**config.mk**
```make
export PLATFORM = sky130hd
export DESIGN_NAME = pix_unpacker
export DESIGN_NICKNAME = d
export VERILOG_FILES = /design/src/rtl/pix_unpacker_pkg.sv /design/src/rtl/pxu_seq.sv /design/src/rtl/pxu_lane.sv /design/src/rtl/pix_unpacker.sv
export SDC_FILE = /design/constraint.sdc
export NUM_CORES = 1
export LEC_CHECK = 0
export BUFFER_PORTS_ARGS = -buffer_cell sky130_fd_sc_hd__clkbuf_2
export CORE_MARGIN = 4
export CORE_UTILIZATION = 45
export DETAILED_ROUTE_END_ITERATION = 10
export PLACE_DENSITY = 0.66
export RECOVER_POWER = 25
export SYNTH_ARGS = -nofsm -noshare
export SYNTH_HDL_FRONTEND = slang
export SYNTH_SLANG_ARGS = --single-unit
```
**constraint.sdc**
```tcl
create_clock -name clk -period 6 [get_ports clk]
set_input_delay 1.2 -clock clk [delete_from_list [all_inputs] [get_ports clk]]
set_output_delay 1.2 -clock clk [all_outputs]
set_load 0.05 [all_outputs]
```
**src/rtl/pix_unpacker_pkg.sv**
```systemverilog
package pix_unpacker_pkg;

  localparam logic [2:0] MODE_D24 = 3'd0;
  localparam logic [2:0] MODE_D16 = 3'd1;
  localparam logic [2:0] MODE_D8  = 3'd2;
  localparam logic [2:0] MODE_D4  = 3'd3;
  localparam logic [2:0] MODE_D1  = 3'd4;

  // Pixels carried by one 32-bit word for a given mode code
  function automatic logic [5:0] pix_per_word(input logic [2:0] mode);
    unique case (mode)
      MODE_D16: pix_per_word = 6'd2;
      MODE_D8:  pix_per_word = 6'd4;
      MODE_D4:  pix_per_word = 6'd8;
      MODE_D1:  pix_per_word = 6'd32;
      default:  pix_per_word = 6'd1;
    endcase
  endfunction

endpackage

```
**src/rtl/pxu_seq.sv**
```systemverilog
module pxu_seq
  import pix_unpacker_pkg::*;
#(
  parameter int IDX_W = 5
) (
  input  logic             clk,
  input  logic             rst_n,
  input  logic [2:0]       mode_i,
  input  logic             word_valid_i,
  output logic             load_o,
  output logic             shift_o,
  output logic             take_o,
  output logic             busy_o,
  output logic [IDX_W-1:0] idx_o,
  output logic [2:0]       mode_o,
  output logic             underrun_o
);

  logic             busy_q, busy_d;
  logic [IDX_W-1:0] idx_q, idx_d;
  logic [2:0]       mode_q, mode_d;
  logic             urun_q, urun_d;
  logic [5:0]       ppw;
  logic [5:0]       idx_ext;
  logic             last;
  logic             take;

  always_comb begin
    ppw     = pix_per_word(mode_q);
    idx_ext = 6'(idx_q);
    last    = busy_q && (idx_ext == ppw - 6'd1);
    load_o  = !busy_q || last;
    take    = load_o && word_valid_i;
    if (ppw == 6'd1) shift_o = busy_q;
    else             shift_o = busy_q && (idx_ext == ppw - 6'd2);
  end

  // next-state process
  always_comb begin
    busy_d = busy_q;
    idx_d  = idx_q;
    mode_d = mode_q;
    urun_d = urun_q | (last && !word_valid_i);
    if (take) begin
      busy_d = 1'b1;
      idx_d  = '0;
      mode_d = mode_i;
    end else if (last) begin
      busy_d = 1'b0;
      idx_d  = '0;
    end else if (busy_q) begin
      idx_d  = idx_q + 1'b1;
    end
  end

  // register process
  always_ff @(posedge clk or negedge rst_n) begin
    if (!rst_n) begin
      busy_q <= 1'b0;
      idx_q  <= '0;
      mode_q <= MODE_D24;
      urun_q <= 1'b0;
    end else begin
      busy_q <= busy_d;
      idx_q  <= idx_d;
      mode_q <= mode_d;
      urun_q <= urun_d;
    end
  end

  assign take_o     = take;
  assign busy_o     = busy_q;
  assign idx_o      = idx_q;
  assign mode_o     = mode_q;
  assign underrun_o = urun_q;


  take_starts_word_chk: assert property (@(posedge clk) disable iff (!rst_n)
    (load_o && word_valid_i) |=> (busy_q && idx_q == '0));


  mode_held_chk: assert property (@(posedge clk) disable iff (!rst_n)
    (busy_q && !take) |=> $stable(mode_q));


  shift_then_load_chk: assert property (@(posedge clk) disable iff (!rst_n)
    (shift_o && ppw != 6'd1) |=> load_o);


  underrun_sticky_chk: assert property (@(posedge clk) disable iff (!rst_n)
    underrun_o |=> underrun_o);


  dry_stream_chk: assert property (@(posedge clk) disable iff (!rst_n)
    (busy_q && load_o && !word_valid_i) |=> (!busy_q && underrun_o));


  idx_in_range_chk: assert property (@(posedge clk) disable iff (!rst_n)
    busy_q |-> (idx_ext < ppw));

endmodule

```
**src/rtl/pxu_lane.sv**
```systemverilog
module pxu_lane
  import pix_unpacker_pkg::*;
#(
  parameter int WORD_W = 32,
  parameter int PIX_W  = 24,
  parameter int IDX_W  = 5
) (
  input  logic              clk,
  input  logic              rst_n,
  input  logic              take_i,
  input  logic [WORD_W-1:0] word_i,
  input  logic [2:0]        mode_i,
  input  logic [IDX_W-1:0]  idx_i,
  input  logic              valid_i,
  output logic [PIX_W-1:0]  pix_o
);

  logic [WORD_W-1:0] word_q;
  logic [IDX_W-1:0]  amt;
  logic [WORD_W-1:0] shifted;
  logic [PIX_W-1:0]  ext;

  // word register with explicit clock enable
  always_ff @(posedge clk or negedge rst_n) begin
    if (!rst_n)      word_q <= '0;
    else if (take_i) word_q <= word_i;
  end

  always_comb begin
    unique case (mode_i)
      MODE_D16: amt = idx_i << 4;
      MODE_D8:  amt = idx_i << 3;
      MODE_D4:  amt = idx_i << 2;
      MODE_D1:  amt = idx_i;
      default:  amt = '0;
    endcase
    shifted = word_q >> amt;
    unique case (mode_i)
      MODE_D16: ext = PIX_W'(shifted[15:0]);
      MODE_D8:  ext = PIX_W'(shifted[7:0]);
      MODE_D4:  ext = PIX_W'(shifted[3:0]);
      MODE_D1:  ext = PIX_W'(shifted[0]);
      default:  ext = shifted[PIX_W-1:0];
    endcase
    pix_o = valid_i ? ext : '0;
  end


  top_byte_ignored_chk: assert property (@(posedge clk) disable iff (!rst_n)
    (valid_i && (mode_i == MODE_D24)) |-> (pix_o == word_q[PIX_W-1:0]));

endmodule

```
**src/rtl/pix_unpacker.sv**
```systemverilog
module pix_unpacker
  import pix_unpacker_pkg::*;
#(
  parameter int WORD_W = 32,
  parameter int PIX_W  = 24
) (
  input  logic              clk,
  input  logic              rst_n,
  input  logic [2:0]        mode_i,
  input  logic [WORD_W-1:0] word_i,
  input  logic              word_valid_i,
  output logic              load_o,
  output logic              shift_o,
  output logic [PIX_W-1:0]  pix_o,
  output logic              pix_valid_o,
  output logic              underrun_o
);

  localparam int IDX_W = $clog2(WORD_W);

  logic             take;
  logic             busy;
  logic [IDX_W-1:0] idx;
  logic [2:0]       mode_q;

  pxu_seq #(.IDX_W(IDX_W)) seq_i (
    .clk          (clk),
    .rst_n        (rst_n),
    .mode_i       (mode_i),
    .word_valid_i (word_valid_i),
    .load_o       (load_o),
    .shift_o      (shift_o),
    .take_o       (take),
    .busy_o       (busy),
    .idx_o        (idx),
    .mode_o       (mode_q),
    .underrun_o   (underrun_o)
  );

  pxu_lane #(.WORD_W(WORD_W), .PIX_W(PIX_W), .IDX_W(IDX_W)) lane_i (
    .clk     (clk),
    .rst_n   (rst_n),
    .take_i  (take),
    .word_i  (word_i),
    .mode_i  (mode_q),
    .idx_i   (idx),
    .valid_i (busy),
    .pix_o   (pix_o)
  );

  assign pix_valid_o = busy;

endmodule

```
# After elaboration in Yosys (flattened, before gate mapping)
# Index checks and enable logic that the tools add are counted.
# Widths: inputs -> output; s select.
# op_classes
addsub	3
eq_ne	7
shifts	1
muxes	10
n_bitwise	1
reduce_logical	9
# ops
cell	n
$pmux 24 s4	1
$shr 32x5->24	1
$mux 24	1
$pmux 6 s4	1
$pmux 5 s4	1
$mux 5	3
$eq 5x6->1	2
$eq 3x2->1 const B	2
$eq 6x1->1 const B	1
$sub 6x1->6 const B	1
$sub 6x2->6 const B	1
$add 5x1->5 const B	1
$logic_and 1x1->1	4
$eq 3x1->1 const B	1
$eq 3x3->1 const B	1
$mux 1	3
$reduce_bool 3->1	1
$logic_not 1->1	2
$reduce_bool 2->1	1
$logic_or 1x1->1	1
$or 1x1->1	1
# word_totals
ff_bits	42
inputBits	38
out_inout_bits	28
wordCells	36

# Logic depth before layout (Yosys ltp)
# Gate-level depths: netlist of the first run.
# depth
word_depth	8
depth_mapped	12
depth_no_buf	9

# Modules after synthesis
# A second synthesis of the first run with hierarchy kept.
# hier_totals
hier_cells	466
hier_area_um2	4121.5
# modules_own_cells
mod	n_inst	cells_per_inst	area_per_inst_um2	seq_area_each_um2
pxu_lane	1	381	3338.2	800.8
pxu_seq	1	85	783.3	250.2

# Worst setup path before layout of the first run
# OpenSTA, ideal clock, no wires.
# synth_path
path_type	register to output
start	reg seq_i.mode_q[0], in the netlist seq_i.mode_o[0]
end	out pix_o[1]
arrival_ns	3.463
required_time_ns	4.800
setup_slack_ns	1.337
stages_incl_launch_ff	9
n_path_buf	4
cell_sequence	dfrtp_1 buf_2 buf_2 buf_2 mux2_2 a22oi_1 buf_2 nor2_1 nor4_1
# synth_between
elab_chain_len	5
elab_cells_between_ends	8
cone_classes	eq/ne (4); shift (1); mux (3)
# synth_rtl
element	line	rtl
start, declared	pxu_seq.sv:21	logic [2:0] mode_q, mode_d;
start signal, assigned	pxu_seq.sv:66	mode_q <= mode_d;
$eq 3x3->1, or another cell as far along	pxu_lane.sv:30, pxu_lane.sv:38	
$pmux 5 s4	pxu_lane.sv:30	unique case (mode_i)
$shr 32x5->24	pxu_lane.sv:37	shifted = word_q >> amt;
$pmux 24 s4 *	pxu_lane.sv:38	unique case (mode_i)
$mux 24 *	pxu_lane.sv:45	pix_o = valid_i ? ext : '0;
end, declared	pix_unpacker.sv:14	output logic [PIX_W-1:0] pix_o,
# Mark *: on every way between the ends. The rest lies on a longest branch, timed or not.

# Final worst setup path of the first run
# Same ends and word-level chain as after synthesis.

==> impl_metrics.toml, run 1 <==
[status]
outcome = "finished, violations left"
violations = "max-capacitance violations, max-slew violations"

[die]
initial_core_util_pct = 46.9
die_h_um = 104
die_x_um = 104
fp.dieArea_um2 = 10800
coreArea_um2 = 8810
io-pin-count = 66
rows = 34

[timing]
fmax_mhz = 207
holdWs_ps = 491
fin_crit_sh_pct = 80.7
fin_skew_ps = 8.78
finalSetupTns_ps = 0
rsz0062_at_grt = "no"
drv_slew = 43
slew_headroom_pct = -46.3
hold_viol_final = 0
tightest_slew_ps = 2190
min_period_ps = 4840
setup_viol_count_final = 0

[layout]
final_util_pct = 51.0
nets = 542
seq_area_um2 = 1050
fill_cells = 870
drive_gt1_share_pct = 27.2
diodes = 0
final_area_um2 = 4490
multi_input_area_um2 = 2820
area_growth_pct = 8.75

[placement]
io_buffers = 65
gp_congestion = 0.927
hpwlAfterDp_um = 8870
placed_area_um2 = 4410

[grt]
antenna_found_initial = 0
grt_pass1_wl_um = 19300
track_usage_pct = 21.6
grt-ovfl-total = 0
first_global_vias = 3628
grt_max_degree = 43

[critical_path]
start_kind = "flip-flop"
criticalPathCategory = "flip-flop to output pin"
cp_slowest_cell = "a2111oi_0"
cp_max_fo = 27
startpoint = "seq_i.mode_o[0]"
crit_path_end_kind = "output pin"
cp.arrival_ps = 3640
crit_path_frequent_cell = "a211oi_1"
worst_path_largest_cell_delay_ps = 880
crit_chain = "nand4bb_2 > buf_4 > a211oi_1 > a211oi_1 > a2111oi_0 > nor4_1 > clkbuf_2"
critPathRequiredTime_ps = 4800
r2r_start = "seq_i.mode_o[0]"

[synth]
synthTopCellsByCount = "dfrtp_1 (42), nand2_1 (35), nor2_1 (25)"
synth_fp_nets = 512
ys_seq_area_share_pct = 25.4
syn_inst = 470
synth_edf_count = 0
synth.avg_cell_area_um2 = 8.79
synth-main-ff-cell = "dfrtp_1"
synthTopCellsByArea = "dfrtp_1 (25%), mux2_4 (8.0%), mux2_2 (5.7%)"
yosysMostFrequentCell = "dfrtp_1"
synth-seq-cells = 42
synth_cell_type_count = 76
async_flop_share_pct = 100
synthesis.area_um2 = 4130
ys.warnings.count = 0
yosys.area.top_type_share_pct = 25.4
synth_top_area_cell = "dfrtp_1"

[hold_path]
hp-class = "flip-flop to flip-flop"
min_from = "seq_i.underrun_o"

[clock_network]
post_cts_buffers = 0
clock-root-buffer = "clkbuf_8"
cts_buffer_depth = 2
clock_latency_ps = 300
holdBufCountCts = 0
ctsResizeCount = 0
clkTransAtPathRegs_ps = 80
cts.htree.levels = 2
numCtsBuffers = 5
cts_sinks = 42
cts_tree = "yes"

[routing]
avgRoutedWirePerCell_um = 19.7
dr.pass1.iters = 5
drt_iter0_markers = 318
dr_wl_met3_um = 1060
num_vias = 3864
finalWirelength_um = 12000
route.detailed.drc = 0
met1_length_um = 5460
met2_length_um = 5230
highest_layer = "met4"
antenna_left = 0
drt-vias-per-instance = 6.36

[run]
maxCapViolations = 1
worst max-delay path, delay by kind of cell (launching register included):
| kind | cells | cell delay, ps |
|---|---|---|
| AOI/OAI and AO/OA | 3 | 1210 |
| DFF | 1 | 660 |
| buffers and inverters | 2 | 700 |
| and+or+nand+nor | 2 | 770 |
cell type report:
cell class / count / area share, %
Clock buffer: 6 / 1.62
Sequential cell: 42 / 23.4
Tap cell: 108 / 3.01
Timing Repair Buffer: 71 / 8.21
Multi-Input combinational cell: 370 / 62.8
Clock inverter: 1 / 0.167
Inverter: 10 / 0.835
flip-flops by register name, indices dropped and copies added, names as in the netlist:
signal and cells:
lane_i.word_q 32, seq_i.busy_o 1, seq_i.idx_o 5, seq_i.mode_o 3, seq_i.underrun_o 1
kinds of logic after synthesis:
logic type	synth area share, %
compound gates	23.4
mux	22.0
flops	25.4
fa+ha+maj	1.21
buf+inv	6.42
xor+xnor	1.06
simple gates	20.5
metal layers:
metal  vias to the layer above  global-route usage [%]
met2                       164                    32.1
met5                         -                       0
met3                        19                    3.86
li1                       1838                       -
met1                      1843                    32.0
met4                         0                    5.70
per-stage QoR:
step	std cells	worst slack [ps]
floorplan	470	1340
finish	608	1160
global route	608	865
global placement	601	1540
detailed placement	601	1540
CTS	608	1220
placed cells by master, fill, tap and decap left out, drive strengths merged, types with 3 or more instances in the layout:
cell type	count
nor4	5
nand3	17
o2bb2ai	3
a22oi	4
a211oi	23
mux2i	23
nand4	3
or3	4
nor2	26
inv	10
a221oi	4
xor2	3
o21ai	18
mux2	43
a21oi	23
nand2b	3
nor2b	17
o211ai	5
and2	7
a31oi	8
mux4	5
a22o	4
a211o	4
nand4bb	3
clkbuf	71
dfrtp	42
nor3	18
nand2	36
buf	6
o22ai	6
a2111oi	3
ha	4
final timing paths:
check,end,slack (ps),cells after the start
max in group asynchronous,lane_i.word_q[22],3200,1
min,seq_i.underrun_o,490,1
max,pix_o[1],1160,7
min reg2reg,seq_i.underrun_o,490,1
min in group asynchronous,lane_i.word_q[29],1550,1
max reg2reg,lane_i.word_q[22],2530,6
Power of run 1 is left out: the tool's default activity adds up to more than one toggle a clock period on the data nets, which glitch-free logic cannot reach.
==> run 2: changes to the inputs <==
--- a/config.mk
+++ b/config.mk
@@ -5,6 +5,7 @@
 export SDC_FILE = /design/constraint.sdc
 export NUM_CORES = 1
 export LEC_CHECK = 0
+export ABC_AREA = 1
 export BUFFER_PORTS_ARGS = -buffer_cell sky130_fd_sc_hd__clkbuf_2
 export CORE_MARGIN = 4
 export CORE_UTILIZATION = 45
==> constraint.sdc (replaced) <==
create_clock -name clk -period 4.52 [get_ports clk]
set_input_delay 0.904 -clock clk [delete_from_list [all_inputs] [get_ports clk]]
set_output_delay 0.904 -clock clk [all_outputs]
set_load 0.05 [all_outputs]
==> impl_metrics.toml, run 2 <==
[status]
outcome = "finished, violations left"
violations = "max-capacitance violations, max-slew violations"

[layout]
area_growth_pct = 10.9
diodes = 0
drive_gt1_share_pct = 13.7
nets = 728
layout_commonest_cell = "nand3_1"
largest_reg_flops = 32
mostFrequentLayoutCells = "nand3_1 (211), nand2_1 (187), clkbuf_2 (64)"
regMostFlops = "lane_i.word_q"

[timing]
drv_slew = 43
fin_crit_sh_pct = 88.2
slew_headroom_pct = -49.6
fin_skew_ps = 9.16
rsz0062_at_grt = "no"
fmax_mhz = 251
hold_viol_final = 0
finalSetupTns_ps = 0
setup_viol_count_final = 0
min_period_ps = 3990
tightest_slew_ps = 2240

[die]
coreArea_um2 = 8340
io-pin-count = 66
fp.dieArea_um2 = 10300
initial_core_util_pct = 47.2
die_h_um = 102
rows = 33
die_x_um = 102

[routing]
drt_iter0_markers = 508
finalWirelength_um = 11900
num_vias = 4512
dr.pass1.iters = 5
route.detailed.drc = 0
antenna_left = 0
avgRoutedWirePerCell_um = 15.0
drt-vias-per-instance = 5.70

[grt]
track_usage_pct = 23.4
grt_max_degree = 43
first_global_vias = 3947
grt-ovfl-total = 0
grt_pass1_wl_um = 19700
antenna_found_initial = 0

[critical_path]
critPathRequiredTime_ps = 3620
cp_max_fo = 35
crit_path_end_kind = "output pin"
timing.reg2reg.worst_path_depth = 14
cp.arrival_ps = 3080
ff2ff_setup_slack_ps = 1740
criticalPathCategory = "flip-flop to output pin"
start_kind = "flip-flop"
rr_endpoint = "lane_i.word_q[19]"
r2r_start = "seq_i.mode_o[2]"

[placement]
hpwlAfterDp_um = 8780
gp_congestion = 0.930
io_buffers = 65

[synth]
yosysMostFrequentCell = "nand3_1"
synth-main-ff-cell = "dfrtp_1"
synth-seq-cells = 42
syn_inst = 654
synth_fp_nets = 696
synth_top_area_cell = "nand3_1"
synthTopCellsByCount = "nand3_1 (211), nand2_1 (187), inv_1 (43)"
synth.avg_cell_area_um2 = 6.02
synthesis.area_um2 = 3940
synth_cell_type_count = 26
ys.warnings.count = 0
ys_seq_area_share_pct = 26.7
async_flop_share_pct = 100
synth_edf_count = 0
yosys.area.top_type_share_pct = 26.8
synthTopCellsByArea = "nand3_1 (27%), dfrtp_1 (27%), nand2_1 (18%)"

[hold_path]
min_from = "lane_i.word_q[29]"
worstHoldEndpoint = "lane_i.word_q[29]"
min_path_cells = 2
hp-class = "flip-flop to flip-flop"

[run]
maxCapViolations = 1

[clock_network]
holdBufCountCts = 0
cts.htree.levels = 2
numCtsBuffers = 5
clock_latency_ps = 300
clkTransAtPathRegs_ps = 90
cts_sinks = 42
ctsResizeCount = 0
clock-root-buffer = "clkbuf_8"
cts_tree = "yes"
cts_buffer_depth = 2
post_cts_buffers = 0
-- run 2: worst max path at each step --
stage | startpoint | cells past startpoint | slack [ps] | to
final | seq_i.mode_o[2] | 9 | 530 | pix_o[0]
after global routing | seq_i.mode_o[2] | 9 | 260 | pix_o[0]
after CTS | seq_i.mode_o[2] | 9 | 610 | pix_o[0]
after detailed placement | seq_i.mode_o[2] | 9 | 960 | pix_o[0]
after global placement | seq_i.mode_o[2] | 10 | 1060 | pix_o[0]
after floorplan | seq_i.mode_o[2] | 10 | 790 | shift_o
-- run 2: per-stage QoR --
stage / setup slack [ps] / area, um2 / hold WS (ps) / cells / util [%]
2_1_floorplan: 789 / 3940 / 442 / 654 / -
3_3_place_gp: 1060 / 4230 / 457 / 784 / 50.7
3_5_place_dp: 960 / 4230 / 462 / 784 / 50.7
4_1_cts: 610 / 4370 / 482 / 792 / 52.3
5_1_grt: 261 / 4360 / 499 / 792 / 52.3
6_report: 532 / 4360 / 477 / 792 / 52.3
-- run 2: cell type report --
cell class	instances	area, um2
clock buffer	5	68.8
tap	105	131
multi-input combinational	517	2490
fill	907	3980
timing repair buffer	71	369
clock inverter	3	68.8
sequential	42	1050
inverter	49	184
-- run 2: worst max-delay path, stage by stage, from the launching register on --
cell and delay, ps:
dfrtp_1 750, nand3_2 700, nand2_1 300, nand3_1 130
nand3_1 140, nand3_1 120, nand2_1 100, nor2_1 40
nor2_1 180, clkbuf_2 310
-- run 2: cell families after synthesis --
family / Yosys count / synth area share, %
AOI/OAI and AO/OA: 24 / 3.66
xor gates and xnor gates: 9 / 2.00
adders and majority gates: 4 / 1.27
buffers and inverters: 95 / 9.98
DFF: 42 / 26.7
and+or+nand+nor: 480 / 56.4
-- run 2: layer usage --
metal,vias to the layer above,track usage (%),part of all wire [%]
met5,-,0,0
li1,2262,-,-
met3,16,2.89,7.8
met2,203,33.1,41
met4,0,5.21,1.4
met1,2031,37.7,49
Power of run 2 is left out for the same reason.
==> run 3: changes to the inputs <==
--- a/config.mk
+++ b/config.mk
@@ -5,7 +5,6 @@
 export SDC_FILE = /design/constraint.sdc
 export NUM_CORES = 1
 export LEC_CHECK = 0
-export ABC_AREA = 1
 export BUFFER_PORTS_ARGS = -buffer_cell sky130_fd_sc_hd__clkbuf_2
 export CORE_MARGIN = 4
 export CORE_UTILIZATION = 45
==> impl_metrics.toml, run 3 (synthesis gave the netlist of run 1 again) <==
[clock_network]
numCtsBuffers = 5
clkTransAtPathRegs_ps = 90
post_cts_buffers = 0
cts_tree = "yes"
clock-root-buffer = "clkbuf_8"
cts.htree.levels = 2
cts_sinks = 42
cts_buffer_depth = 2
clock_latency_ps = 300

[grt]
antenna_found_initial = 0
grt-ovfl-total = 0
track_usage_pct = 22.5
grt_pass1_wl_um = 20000
grt_max_degree = 43
first_global_vias = 3795

[die]
fp.dieArea_um2 = 10800
rows = 34
io-pin-count = 66
initial_core_util_pct = 46.9
coreArea_um2 = 8810
die_h_um = 104
die_x_um = 104

[critical_path]
cp_max_fo = 23
start_kind = "flip-flop"
startpoint = "seq_i.mode_o[2]"
crit_chain = "nand4b_1 > nand2_1 > buf_4 > a211oi_1 > nor3_1 > a211o_1 > a32o_1 > clkbuf_2"
criticalPathCategory = "flip-flop to output pin"
critPathRequiredTime_ps = 3620
crit_path_end_kind = "output pin"
ff2ff_setup_slack_ps = 1060
cp_slowest_cell = "dfrtp_1"
worst_path_largest_cell_delay_ps = 750
timing.reg2reg.worst_path_depth = 9
cp.arrival_ps = 3330
r2r_start = "seq_i.mode_o[2]"

[layout]
diodes = 0
seq_area_um2 = 1050
nets = 553
multi_input_area_um2 = 2830
drive_gt1_share_pct = 29.1
regMostFlops = "lane_i.word_q"
mostFrequentLayoutCells = "clkbuf_2 (62), dfrtp_1 (42), nand2_1 (35)"
area_growth_pct = 12.3
fill_cells = 842
layout_commonest_cell = "clkbuf_2"
largest_reg_flops = 32

[routing]
dr.pass1.iters = 5
avgRoutedWirePerCell_um = 19.8
finalWirelength_um = 12300
drt-vias-per-instance = 6.41
route.detailed.drc = 0
drt_iter0_markers = 273
num_vias = 3977
antenna_left = 0

[timing]
rsz0062_at_grt = "no"
slew_headroom_pct = -47.9
min_period_ps = 4230
fmax_mhz = 236
fin_skew_ps = 8.84
drv_slew = 43
hold_viol_final = 0
setup_viol_count_final = 0
tightest_slew_ps = 2220
fin_crit_sh_pct = 93.7
finalSetupTns_ps = 0

[hold_path]
hp-class = "flip-flop to flip-flop"
min_from = "seq_i.underrun_o"
min_path_cells = 1

[placement]
io_buffers = 65
hpwlAfterDp_um = 9180
gp_congestion = 1.00

[status]
outcome = "finished, violations left"
violations = "max-capacitance violations, max-slew violations"

[run]
maxCapViolations = 1
[run 3: cell types whose count changed in the layout (fill, tap and decap cells not counted), sizes merged, moves of 23 or more]
cell and change:
nand2 -155, a211oi +23, mux2i +23, inv -39
nand3 -197, mux2 +43, nand4 -31
[run 3: stage by stage]
stage               area, um2  std cells  utilization, %  hold slack (ps)  setup WS [ps]
finish                   4640        620            52.7              482            286
global placement         4530        612            51.4              450            576
global route             4640        620            52.7              497           33.9
detailed placement       4530        612            51.4              464            501
floorplan                4130        470               -              496            153
CTS                      4640        620            52.6              485            141
[run 3: critical path, delay by kind of cell, from the launching register on]
family	cells	cell delay (ps)
AO/OA/AOI/OAI	3	1000
buffers and inverters	2	530
flip-flops	1	750
AND/OR/NAND/NOR	3	750
[run 3: final cells by class]
cell class	count	area share (%)
clock buffer	5	1.48
tap	108	2.91
multi-input combinational	370	60.9
inverter	10	0.809
timing repair buffer	82	10.4
sequential	42	22.6
clock inverter	3	0.863
[run 3: timing repair]
item / in CTS / in global routing
hold buffers: 0 / 0
resized for setup: 0 / 2
setup endpoints to repair: 0 / 7
endpoints found under the hold margin: 0 / 0
[run 3: final timing paths]
| check | end |
|---|---|
| worst min register to register | seq_i.underrun_o |
| worst min-delay path | seq_i.underrun_o |
| max in group asynchronous | lane_i.word_q[24] |
| worst max register to register | lane_i.word_q[22] |
| worst max-delay path | pix_o[5] |
| min in group asynchronous | lane_i.word_q[30] |
[run 3: routing by layer]
| metal | part of all wire [%] | global-route usage, % |
|---|---|---|
| met3 | 7.9 | 5.22 |
| met1 | 45 | 32.3 |
| met5 | 0 | 0 |
| met4 | 2.2 | 7.88 |
| met2 | 45 | 33.1 |
Power of run 3 is left out for the same reason.
